`src/rtl/bwr_pkg.sv`:
```
package bwr_pkg;
  localparam int CPU_AW  = 16;
  localparam int NUM_TGT = 11;
  localparam int TGT_W   = 4;

  typedef enum logic [TGT_W-1:0] {
    TGT_BANKCTL = 4'd0,
    TGT_VRAM    = 4'd1,
    TGT_XRAM    = 4'd2,
    TGT_WRAM    = 4'd3,
    TGT_OAM     = 4'd4,
    TGT_HRAM    = 4'd5,
    TGT_IE      = 4'd6,
    TGT_IFLAG   = 4'd7,
    TGT_KEYPAD  = 4'd8,
    TGT_TIMER   = 4'd9,
    TGT_VIDREG  = 4'd10
  } tgt_e;
endpackage

```
`src/rtl/bwr_reset_sync.sv`:
```
module bwr_reset_sync (
  input  logic clk,
  input  logic rst_n,
  output logic rst_sync_n
);
  logic meta_q;

  always_ff @(posedge clk or negedge rst_n) begin
    if (!rst_n) begin
      meta_q     <= 1'b0;
      rst_sync_n <= 1'b0;
    end else begin
      meta_q     <= 1'b1;
      rst_sync_n <= meta_q;
    end
  end
endmodule

```
`src/rtl/bwr_region_decode.sv`:
```
module bwr_region_decode
  import bwr_pkg::*;
(
  input  logic [CPU_AW-1:0] addr,
  output logic              hit,
  output tgt_e              tgt
);
  always_comb begin
    hit = 1'b1;
    tgt = TGT_BANKCTL;
    if (!addr[15]) begin
      tgt = TGT_BANKCTL;
    end else if (addr[14:13] != 2'b11) begin
      case (addr[14:13])
        2'b00:   tgt = TGT_VRAM;
        2'b01:   tgt = TGT_XRAM;
        default: tgt = TGT_WRAM;
      endcase
    end else if (addr[12:9] != 4'hF) begin
      // mirror window below the top two pages
      tgt = TGT_WRAM;
    end else if (!addr[8]) begin
      tgt = TGT_OAM;
      hit = (addr[7:0] < 8'hA0);
    end else if (&addr[7:0]) begin
      tgt = TGT_IE;
    end else if (addr[7]) begin
      tgt = TGT_HRAM;
    end else if (addr[6]) begin
      tgt = TGT_VIDREG;
    end else if (addr[5:4] != 2'b00) begin
      hit = 1'b0;
    end else begin
      case (addr[3:0])
        4'h0:                   tgt = TGT_KEYPAD;
        4'h4, 4'h5, 4'h6, 4'h7: tgt = TGT_TIMER;
        4'hF:                   tgt = TGT_IFLAG;
        default:                hit = 1'b0;
      endcase
    end
  end
endmodule

```
`src/rtl/bwr_local_addr.sv`:
```
module bwr_local_addr
  import bwr_pkg::*;
#(
  parameter int LOC_W = 16
) (
  input  tgt_e             tgt,
  input  logic [14:0]      addr_lo,
  input  logic [LOC_W-1:0] xram_base,
  output logic [LOC_W-1:0] loc_addr
);
  always_comb begin
    case (tgt)
      TGT_BANKCTL: loc_addr = LOC_W'(addr_lo[14:0]);
      TGT_VRAM,
      TGT_WRAM:    loc_addr = LOC_W'(addr_lo[12:0]);
      TGT_XRAM:    loc_addr = xram_base + LOC_W'(addr_lo[12:0]);
      TGT_OAM:     loc_addr = LOC_W'(addr_lo[7:0]);
      TGT_HRAM:    loc_addr = LOC_W'(addr_lo[6:0]);
      TGT_TIMER:   loc_addr = LOC_W'(addr_lo[1:0]);
      TGT_VIDREG:  loc_addr = LOC_W'(addr_lo[5:0]);
      default:     loc_addr = '0;
    endcase
  end
endmodule

```
`src/rtl/bwr_strobe_stage.sv`:
```
module bwr_strobe_stage
  import bwr_pkg::*;
#(
  parameter int LOC_W  = 16,
  parameter int DATA_W = 8
) (
  input  logic               clk,
  input  logic               rst_n,
  input  logic               wr_en,
  input  logic               hit,
  input  tgt_e               tgt,
  input  logic [LOC_W-1:0]   loc_addr,
  input  logic [DATA_W-1:0]  wr_data,
  output logic [NUM_TGT-1:0] strb_q,
  output logic [LOC_W-1:0]   addr_q,
  output logic [DATA_W-1:0]  data_q
);
  logic               accept;
  logic [NUM_TGT-1:0] strb_d;
  logic [LOC_W-1:0]   addr_d;

  assign accept = wr_en & hit;

  for (genvar g = 0; g < NUM_TGT; g++) begin : g_strb
    assign strb_d[g] = accept & (tgt == TGT_W'(g));
  end

  always_comb begin
    addr_d = accept ? loc_addr : '0;
  end

  always_ff @(posedge clk or negedge rst_n) begin
    if (!rst_n) begin
      strb_q <= '0;
      addr_q <= '0;
    end else begin
      strb_q <= strb_d;
      addr_q <= addr_d;
    end
  end

  always_ff @(posedge clk or negedge rst_n) begin
    if (!rst_n) begin
      data_q <= '0;
    end else if (accept) begin
      data_q <= wr_data;
    end
  end
endmodule

```
`src/rtl/bus_write_router.sv`:
```
module bus_write_router
  import bwr_pkg::*;
#(
  parameter int LOC_W  = 16,
  parameter int DATA_W = 8
) (
  input  logic               clk,
  input  logic               rst_n,
  input  logic               wr_en,
  input  logic [CPU_AW-1:0]  wr_addr,
  input  logic [DATA_W-1:0]  wr_data,
  input  logic [LOC_W-1:0]   xram_base,
  output logic [NUM_TGT-1:0] tgt_wstrb,
  output logic [LOC_W-1:0]   tgt_addr,
  output logic [DATA_W-1:0]  tgt_data
);
  logic             rst_sync_n;
  logic             dec_hit;
  tgt_e             dec_tgt;
  logic [LOC_W-1:0] dec_loc;

  bwr_reset_sync u_rst (
    .clk        (clk),
    .rst_n      (rst_n),
    .rst_sync_n (rst_sync_n)
  );

  bwr_region_decode u_dec (
    .addr (wr_addr),
    .hit  (dec_hit),
    .tgt  (dec_tgt)
  );

  bwr_local_addr #(.LOC_W(LOC_W)) u_loc (
    .tgt       (dec_tgt),
    .addr_lo   (wr_addr[14:0]),
    .xram_base (xram_base),
    .loc_addr  (dec_loc)
  );

  bwr_strobe_stage #(.LOC_W(LOC_W), .DATA_W(DATA_W)) u_stage (
    .clk      (clk),
    .rst_n    (rst_sync_n),
    .wr_en    (wr_en),
    .hit      (dec_hit),
    .tgt      (dec_tgt),
    .loc_addr (dec_loc),
    .wr_data  (wr_data),
    .strb_q   (tgt_wstrb),
    .addr_q   (tgt_addr),
    .data_q   (tgt_data)
  );
endmodule

```
`config.mk`:
```
export PLATFORM = sky130hd
export DESIGN_NAME = bus_write_router
export DESIGN_NICKNAME = d
export VERILOG_FILES = /design/src/rtl/bwr_pkg.sv /design/src/rtl/bwr_reset_sync.sv /design/src/rtl/bwr_region_decode.sv /design/src/rtl/bwr_local_addr.sv /design/src/rtl/bwr_strobe_stage.sv /design/src/rtl/bus_write_router.sv
export SDC_FILE = /design/constraint.sdc
export NUM_CORES = 1
export LEC_CHECK = 0
export BUFFER_PORTS_ARGS = -buffer_cell sky130_fd_sc_hd__buf_2
export CAP_MARGIN = 30
export CORE_MARGIN = 2
export CORE_UTILIZATION = 55
export DETAILED_ROUTE_END_ITERATION = 7
export PLACE_DENSITY = 0.95
export SLEW_MARGIN = 20
export SYNTH_ARGS = -nofsm -noshare
export SYNTH_HDL_FRONTEND = slang
export SYNTH_SLANG_ARGS = --single-unit
```
`constraint.sdc`:
```
create_clock -name clk -period 2.3 [get_ports clk]
set_input_delay 0.345 -clock clk [delete_from_list [all_inputs] [get_ports clk]]
set_output_delay 0.345 -clock clk [all_outputs]
set_load 0.05 [all_outputs]
```
==> results of run 1 <==
repair_timing:
item	in CTS	in global routing
setup buffers	0	0
endpoints found under the hold margin	2	0
hold buffers	1	0
stage by stage:
stage,utilization [%],cells
floorplan,-,253
global route,71.7,400
global placement,68.8,391
detailed placement,68.8,391
finish,71.7,400
CTS,71.7,400
power breakdown:
part	leakage, uW	internal, uW	total, uW	switching, uW
Combinational	0.000992	186	542	357
Sequential	0.000477	687	699	12.3
Clock	0.0000585	353	574	221
cells by family (layout without fill, tap and decap cells):
logic type | after synthesis | count (layout) | share of synthesized area (%)
buf+inv | 14 | 109 | 2.45
xor+xnor | 7 | 7 | 2.55
fa+ha+maj | 14 | 14 | 7.61
simple gates | 91 | 91 | 20.2
other cells | 1 | 1 | 0.156
mux | 9 | 9 | 4.17
compound gates | 80 | 80 | 24.3
flops | 37 | 37 | 38.6
cell usage in the layout (no fill, tap or decap), drive strengths merged, types with 3 or more instances in the layout:
cell,Yosys,routed
a21o,6,6
o21ai,14,14
mux2,8,8
nor3b,3,3
nor3,13,13
clkbuf,2,7
a21oi,17,17
xor2,5,5
o2111ai,3,3
ha,13,13
nand2,19,19
and3,3,3
inv,9,9
nor2,23,23
a22oi,4,4
o21a,4,4
nand3,9,9
dfrtp,37,37
buf,3,91
a211oi,10,10
nor2b,3,3
nor4,3,3
nand4,3,3
final timing paths:
| check | startpoint | end | slack (ns) | cells after the start |
|---|---|---|---|---|
| worst max register to register | u_stage.data_q[6] | u_stage.data_q[6] | 1.50 | 1 |
| worst min-delay path | u_rst.rst_sync_n | u_stage.addr_q[14] | 0.26 | 1 |
| min in group clk | wr_data[0] | u_stage.data_q[0] | 0.27 | 2 |
| max in group asynchronous | u_rst.rst_sync_n | u_stage.addr_q[0] | 1.73 | 1 |
| worst min register to register | u_rst.rst_sync_n | u_stage.addr_q[14] | 0.26 | 1 |
| worst max-delay path | wr_addr[0] | u_stage.addr_q[14] | 0.17 | 10 |
registers in the layout, summed over array words and instances, names as in the netlist:
| name | count |
|---|---|
| u_rst.meta_q | 1 |
| u_stage.addr_q | 16 |
| u_stage.data_q | 8 |
| u_rst.rst_sync_n | 1 |
| u_stage.strb_q | 11 |
per-layer routing:
layer,wire length (um),part of all wire [%],GRT usage [%],up-vias
met1,2520,40,32.7,1119
met4,148,2.3,9.40,0
met5,0,0,0,-
li1,-,-,-,1146
met2,3210,51,47.8,129
met3,439,7.0,5.19,20
final cells by class:
| class | count | share of cell area, % |
|---|---|---|
| multi-input cells | 202 | 46.3 |
| repair buffers | 92 | 16.4 |
| clock buffers | 7 | 2.82 |
| flip-flops and latches | 37 | 30.3 |
| clock inverters | 1 | 0.982 |
| inverters | 9 | 1.10 |
| well taps | 52 | 2.13 |
==> results by stage, run 1 <==
Status:
- The flow ran to the end, and the final reports show no timing, DRC or antenna violations.

Critical path:
- Along the worst path, the maximum fanout reaches 3.
- The critical path goes through buf_2 > ha_1 > fa_1 > a211oi_1 > buf_4 > o211ai_1 > a31oi_1 > a211oi_1 > a211o_1 > nand2_1.
- The kind of cell with the highest combined delay along the critical path is compound AO/OA/AOI/OAI gates.
- The critical path contains buffers and inverters numbering 2 combined.
- The class of the most critical setup path is input port to register.
- The delay contributed by the slowest stage of the critical path is 0.39 ns.
- Among all stages on the critical path, the largest delay is contributed by fa_1.
- For the worst setup path, the data required time is 2.53 ns.
- STA puts the critical path data arrival time at 2.36 ns.
- The cell type with the highest occurrence count on the critical path is a211oi_1.
- The endpoint class of the critical path is a register.
- STA classifies the critical path startpoint as an input port.

Timing:
- On the final layout, the worst clock skew is 0.00632 ns.
- The total count of hold-check failures in the final report is 0.
- The aggregate negative setup slack is 0 ns.
- On the final layout, the worst hold slack is 0.265 ns.
- The shortest period the worst path allows is 2.13 ns.
- The worst path meets setup with 0.173 ns of slack.
- Setup violations remaining at the end of the flow were counted as 0.
- Setup repair after global routing left no endpoint under its margin.
- The count of pins over their slew limit is 0.
- Based on the critical path, the design can be clocked at up to 470 MHz.
- The post-route fraction of the period consumed by the critical path is 92.5%.

Logic synthesis:
- A synthesized cell averages 9.49 um2.
- The prevailing post-synth register cell is dfrtp_1.
- Yosys instantiated no cell more often than dfrtp_1.
- Summed over its instances, the top area cell type makes up 38.6% of the synthesized netlist area.
- Synthesis inferred 37 register bits.
- Counting every instance in the synthesized netlist gives 253.
- When the netlist entered floorplanning its net count stood at 310.
- The count of distinct cell types in the synthesized netlist is 63.
- By area the synthesized netlist is led by dfrtp_1, ha_1, mux2_1.
- For this run, the number of Yosys warnings is 0.
- Sorting the synthesized cells by how often they occur yields dfrtp_1, nor2_1, nand2_1.
- The netlist area before placement is 2400 um2.
- Counting flops with an async set or reset pin after synthesis yields a share of 100%.
- The number of enable flip-flop cells after synthesis is 0.
- The sequential element share of the synthesized area is 38.6%.
- Of all cell types, the one taking the most synthesized area is dfrtp_1.

Clock network:
- The number of buffers on the longest clock path is 2.
- Clock-pin slew was measured on the worst setup and hold paths at 0.08 ns.
- Counting the buffers created by CTS gives 5.
- At the later pin of the worst-skew pair, clock insertion delay measures 0.29 ns.
- After clock tree synthesis, the repair step resized 0 gates.
- For this design, the sink count on the clock tree is 37.
- The maximum level of the CTS H-tree is 2.
- The library cell used as clock root buffer is clkbuf_8.
- TritonCTS built the clock tree.

Routing:
- The first-iteration detailed-routing DRC count is 185.
- The routed wirelength normalized by instance count is 15.8 um.
- The routed layout has 2414 vias.
- The total length of routed wires is 6310 um.
- The average via count per standard cell is 6.04.
- The first-pass iteration count of the detailed router is 5.
- After detailed routing, the number of remaining DRC violations is 0.
- The count of nets left with antenna violations once routing finished came out at 0.

Floorplanning:
- The height of the die is 70.1 um.
- The core region is 4260 um2.
- The full die area is 4910 um2.
- During I/O placement, the number of pins put on the boundary was 78.
- Once the floorplan was initialized, standard cells occupied 56.3% of the core.
- Row generation in the floorplan step produced 24 rows.
- The die is 70.1 um wide.

Power:
- Summing internal, switching and leakage power gives 1820 uW.
- VDD sags by at most 0.267 mV.
- The reported leakage power is 0.00153 uW.
- Power spread over the standard cell area amounts to 594 nW/um2.

Global route:
- The final global-route overflow total is 0.
- The global-route usage over all layers is 27.0%.
- The first global-routing pass estimated 10700 um of wire.
- The number of global-route vias before repair is 2280.
- The initial antenna violation count was 0.
- Entering global routing, the biggest net connects 36 pins.

Cells and area:
- Fill cells in the final layout number 328.
- Relative to the synthesized area, the layout overhead comes to 27.4%.
- In the final layout, flip-flops and latches occupy 926 um2.
- The net total in the final layout is 404.
- The area used by multi-input combinational logic is 1420 um2.
- The share of post-route cells with drive strength above 1 is 31.6%.
- 0 antenna diodes ended up in the layout.
- The finished cells cover 3060 um2.

Placed design:
- Routability-driven placement finished with a final weighted congestion of 0.914.
- The cell area reported after detailed placement is 2930 um2.
- Detailed placement ended at an HPWL of 4810 um.
- During placement, the flow inserted port buffers numbering 77.
- The post-placement setup slack is -0.121 ns.

Hold path:
- The class of the tightest hold or removal check is register to async pin.

Run:
- The number of violations of the max-capacitance limit is 0.
Note: power is estimated with default switching activity, not from simulation.
==> inputs of run 2 (changes only) <==
SYNTH_HIERARCHICAL = 1   (was default)
==> results by stage, run 2 <==
Cells and area:
- The filler cells instantiated in the layout total 314.
- In the final layout, the registers with the most flip-flops are u_stage/addr_q (16), u_stage/strb_q (11), u_stage/data_q (8).
- After the last flow step, the layout net total stands at 431.
- In the layout the commonest cells are buf_2, dfrtp_1, buf_4.
- The most common library cell in the layout ignoring fill and taps is buf_2.
- The number of flip-flops under the largest register name is 16.
- 0 antenna diodes ended up in the layout.
- Once layout is complete, the cells apart from fillers number 427.
- The final design area excluding fillers is 3260 um2.
- The register cell area after layout is 926 um2.
- The share of post-route cells with drive strength above 1 is 37.6%.
- The area used by multi-input combinational logic is 1460 um2.
- The area growth from synthesis to layout is 34.9%.
- u_stage/addr_q holds more flip-flops than any other register.

Global route:
- For this run, the total global-route usage over all layers was measured as 25.8%.
- The met2 global-route usage is 45.5%.
- Global routing used 4.47% of the available met3 tracks.
- The largest net degree at the start of global routing is 36.
- The first-pass GRT wire length is 10400 um.
- The initial antenna violation count is 0.
- The final global-route overflow total is 0.
- The number of global-route vias before repair is 2410.
- The met1 demand-to-capacity share in global routing is 31.0%.
- The layer flagged by global routing as most heavily used is met2.

Critical path:
- The endpoint identified for the worst register-to-register timing path is u_stage/data_q[7].
- The worst setup path is of the input port to register kind.
- The setup slack of the worst register-to-register path is 1.51 ns.
- The critical-path cell with the highest stage delay is or4_1.
- The depth of the worst register-to-register path is 1.
- STA classifies the critical path startpoint as an input port.
- The data arrival time at the worst-slack endpoint is 2.49 ns.
- Walking the worst path, the cells encountered are buf_6 > or3_4 > a21oi_2 > o21ai_2 > a31oi_4 > nand2_2 > or3_4 > or4_1 > o211ai_1 > and3_1.
- The endpoint class of the critical path is a register.
- On the worst path, the slowest cell contributes a delay of 0.50 ns.
- In this run the worst path has a maximum fanout of 4.
- Data on the critical path is required at its endpoint by 2.52 ns.
- In this run the critical register-to-register path is launched from u_stage/data_q[7].
- The most numerous cell type found on the critical path is or3_4.

Logic synthesis:
- Among all cell types in the netlist, the one instantiated most often is dfrtp_1.
- The library cell with the largest summed area after synthesis is dfrtp_1.
- The number of enable flip-flop cells after synthesis is 0.
- The area fraction of the dominant cell type after synthesis is 38.3%.
- The yosys synthesis warning count is 6.
- The commonest cells after synthesis are dfrtp_1, o21ai_0, nor2_1.
- After synthesis, flip-flops and latches occupy 38.3% of the total area.
- The count of distinct cell types in the synthesized netlist is 53.
- The share of flip-flops with an asynchronous set or reset after synthesis is 100%.
- The number of storage elements in the synthesis netlist is 37.
- The prevailing post-synth register cell is dfrtp_1.
- Ranked by total cell area, the synthesized netlist is headed by dfrtp_1, ha_1, o21ai_0.
- The number of nets produced by synthesis is 320.
- Synthesis handed over a netlist of 263 instances.
- The netlist area before placement is 2420 um2.
- Dividing the synthesized area by the synthesized cell count gives 9.19 um2.

Floorplanning:
- The full die area is 4940 um2.
- After floorplanning, the core was sized to cover 4290 um2.
- The die is 70.3 um tall.
- The die extent in x is 70.3 um.
- The initial utilization of the core area, before any placement, comes to 56.3%.
- Pin placement for this block handled 78 I/O pins.
- The placement row count is 24.

Clock network:
- At the later pin of the worst-skew pair, clock insertion delay measures 0.28 ns.
- The number of setup buffers added after CTS is 0.
- The clock edge transition at the registers on the reported setup and hold paths is 0.07 ns.
- The number of buffers inserted during clock tree synthesis is 5.
- In this run the number of H-tree levels came out at 2.
- The clock net in this run drives a total of 37 sinks.
- The cell sitting at the root of the clock tree is a clkbuf_8.
- The longest clock path from root to sink contains 2 buffers.
- The TritonCTS clock tree is done.

Timing:
- In this run the tightest slew margin relative to its limit is 59.3%.
- The aggregate negative setup slack is 0 ns.
- For the pin with the worst max-slew slack, the measured transition is 0.606 ns.
- The tightest hold path in the finished design has a slack of 0.275 ns.
- The total count of hold-check failures in the final report is 0.
- Setup violations remaining at the end of the flow were counted as 0.
- Based on the critical path, the design can be clocked at up to 440 MHz.
- Dividing the final minimum period by the clock period gives 98.9%.
- Setup repair after global routing could not meet its margin everywhere.
- The worst clock skew is 0.00608 ns.
- The shortest period the worst path allows is 2.27 ns.
- The count of pins over their slew limit was 0.

Placed design:
- The count of input and output buffers is 77.
- In this run the cell area measured after placement is 3110 um2.
- Counting tap cells, the placed design contains a total of 418 instances.
- At the end of routability-driven placement, the weighted congestion stood at 0.861.
- The HPWL after detailed placement is 4890 um.

Run:
- The number of violations of the max-capacitance limit is 0.

Routing:
- The detail route stage leaves a number of antenna-violating nets equal to 0.
- The via count is 2546.
- For this block, the initial DRC count from the detailed router was 150.
- In the routed layout, each cell is associated on average with a via count of 5.96.
- The routed wirelength normalized by instance count is 15.0 um.
- For this run, design rule violations remaining after detail routing come to 0.
- The pre-antenna-repair detailed-routing pass consisted of 4 iterations.
- The total length of routed wires is 6400 um.

Power:
- The reported leakage power is 0.00168 uW.
- The design draws 1900 uW.
- The worst IR drop on VDD is 0.243 mV.
- Dividing total power by cell area gives a power density of 583 nW/um2.

Hold path:
- The tightest min-delay check is of the register to async pin type.

Status:
- The run finished with clean final reports.
## run 2: changes by cell type after synthesis, moves of 5 or more
cell / before / now
and3_1: 3 / 17
o21ai_1: 8 / 1
mux2_4: 0 / 6
nor3_1: 12 / 7
a211oi_1: 9 / 0
o21ai_0: 6 / 23
mux2_1: 8 / 2
nand4_1: 2 / 8
## run 2: logic make-up (layout without fill, tap and decap cells)
| group | after synthesis | after routing | share of synthesized area (%) |
|---|---|---|---|
| other cells | 1 | 1 | 0.155 |
| buf+inv | 17 | 129 | 3.31 |
| flops | 37 | 37 | 38.3 |
| fa+ha+maj | 14 | 14 | 7.56 |
| xor+xnor | 9 | 9 | 3.26 |
| simple gates | 104 | 104 | 23.9 |
| compound gates | 71 | 71 | 18.0 |
| mux | 10 | 10 | 5.49 |
## run 2: layout make-up
cell class              instances  share of cell area [%]
clock inverters                 1                   0.922
clock buffers                   7                    2.65
inverters                       8                   0.922
multi-input cells             209                    44.7
repair buffers                113                    20.4
flip-flops and latches         37                    28.4
well taps                      52                    2.00
## run 2: through the flow
step | utilization, % | setup WS, ns
5_1_grt | 75.9 | -0.0523
6_report | 75.9 | 0.0256
3_3_place_gp | 72.5 | -0.182
2_1_floorplan | - | -0.191
4_1_cts | 75.4 | 0.0337
3_5_place_dp | 72.5 | -0.259
## run 2: routing by layer
metal  share of wire, %  vias up  wire length (um)
met3                7.6       24               488
met5                  0        -                 0
li1                   -     1194                 -
met1                 38     1183              2440
met2                 52      145              3310
met4                2.7        0               170
## run 2: critical path: cells and delay by family
| kind | cells | cell delay, ns |
|---|---|---|
| simple gates | 5 | 1.46 |
| compound gates | 4 | 0.58 |
| buf+inv | 1 | 0.09 |
## run 2: repair_timing
action	4_1_cts	5_1_grt
endpoints found under the setup margin	0	2
hold endpoints to repair	2	0
hold buffers	1	0
resized for setup	0	4
## run 2: worst max path at each step
| stage | start | endpoint | depth (start not counted) |
|---|---|---|---|
| 2_1_floorplan | wr_addr[7] | u_stage/addr_q[15] | 9 |
| 3_3_place_gp | wr_addr[7] | u_stage/addr_q[15] | 10 |
| 3_5_place_dp | wr_addr[7] | u_stage/addr_q[15] | 10 |
| 4_1_cts | wr_addr[7] | u_stage/addr_q[15] | 10 |
| 5_1_grt | wr_addr[7] | u_stage/addr_q[15] | 10 |
| 6_report | wr_addr[7] | u_stage/addr_q[15] | 10 |
## run 2: power by group
part	switching (uW)	leakage [uW]	total, uW	internal, uW
clock network	206	0.0000585	559	353
registers	13.7	0.000478	706	692
logic	398	0.00115	634	236
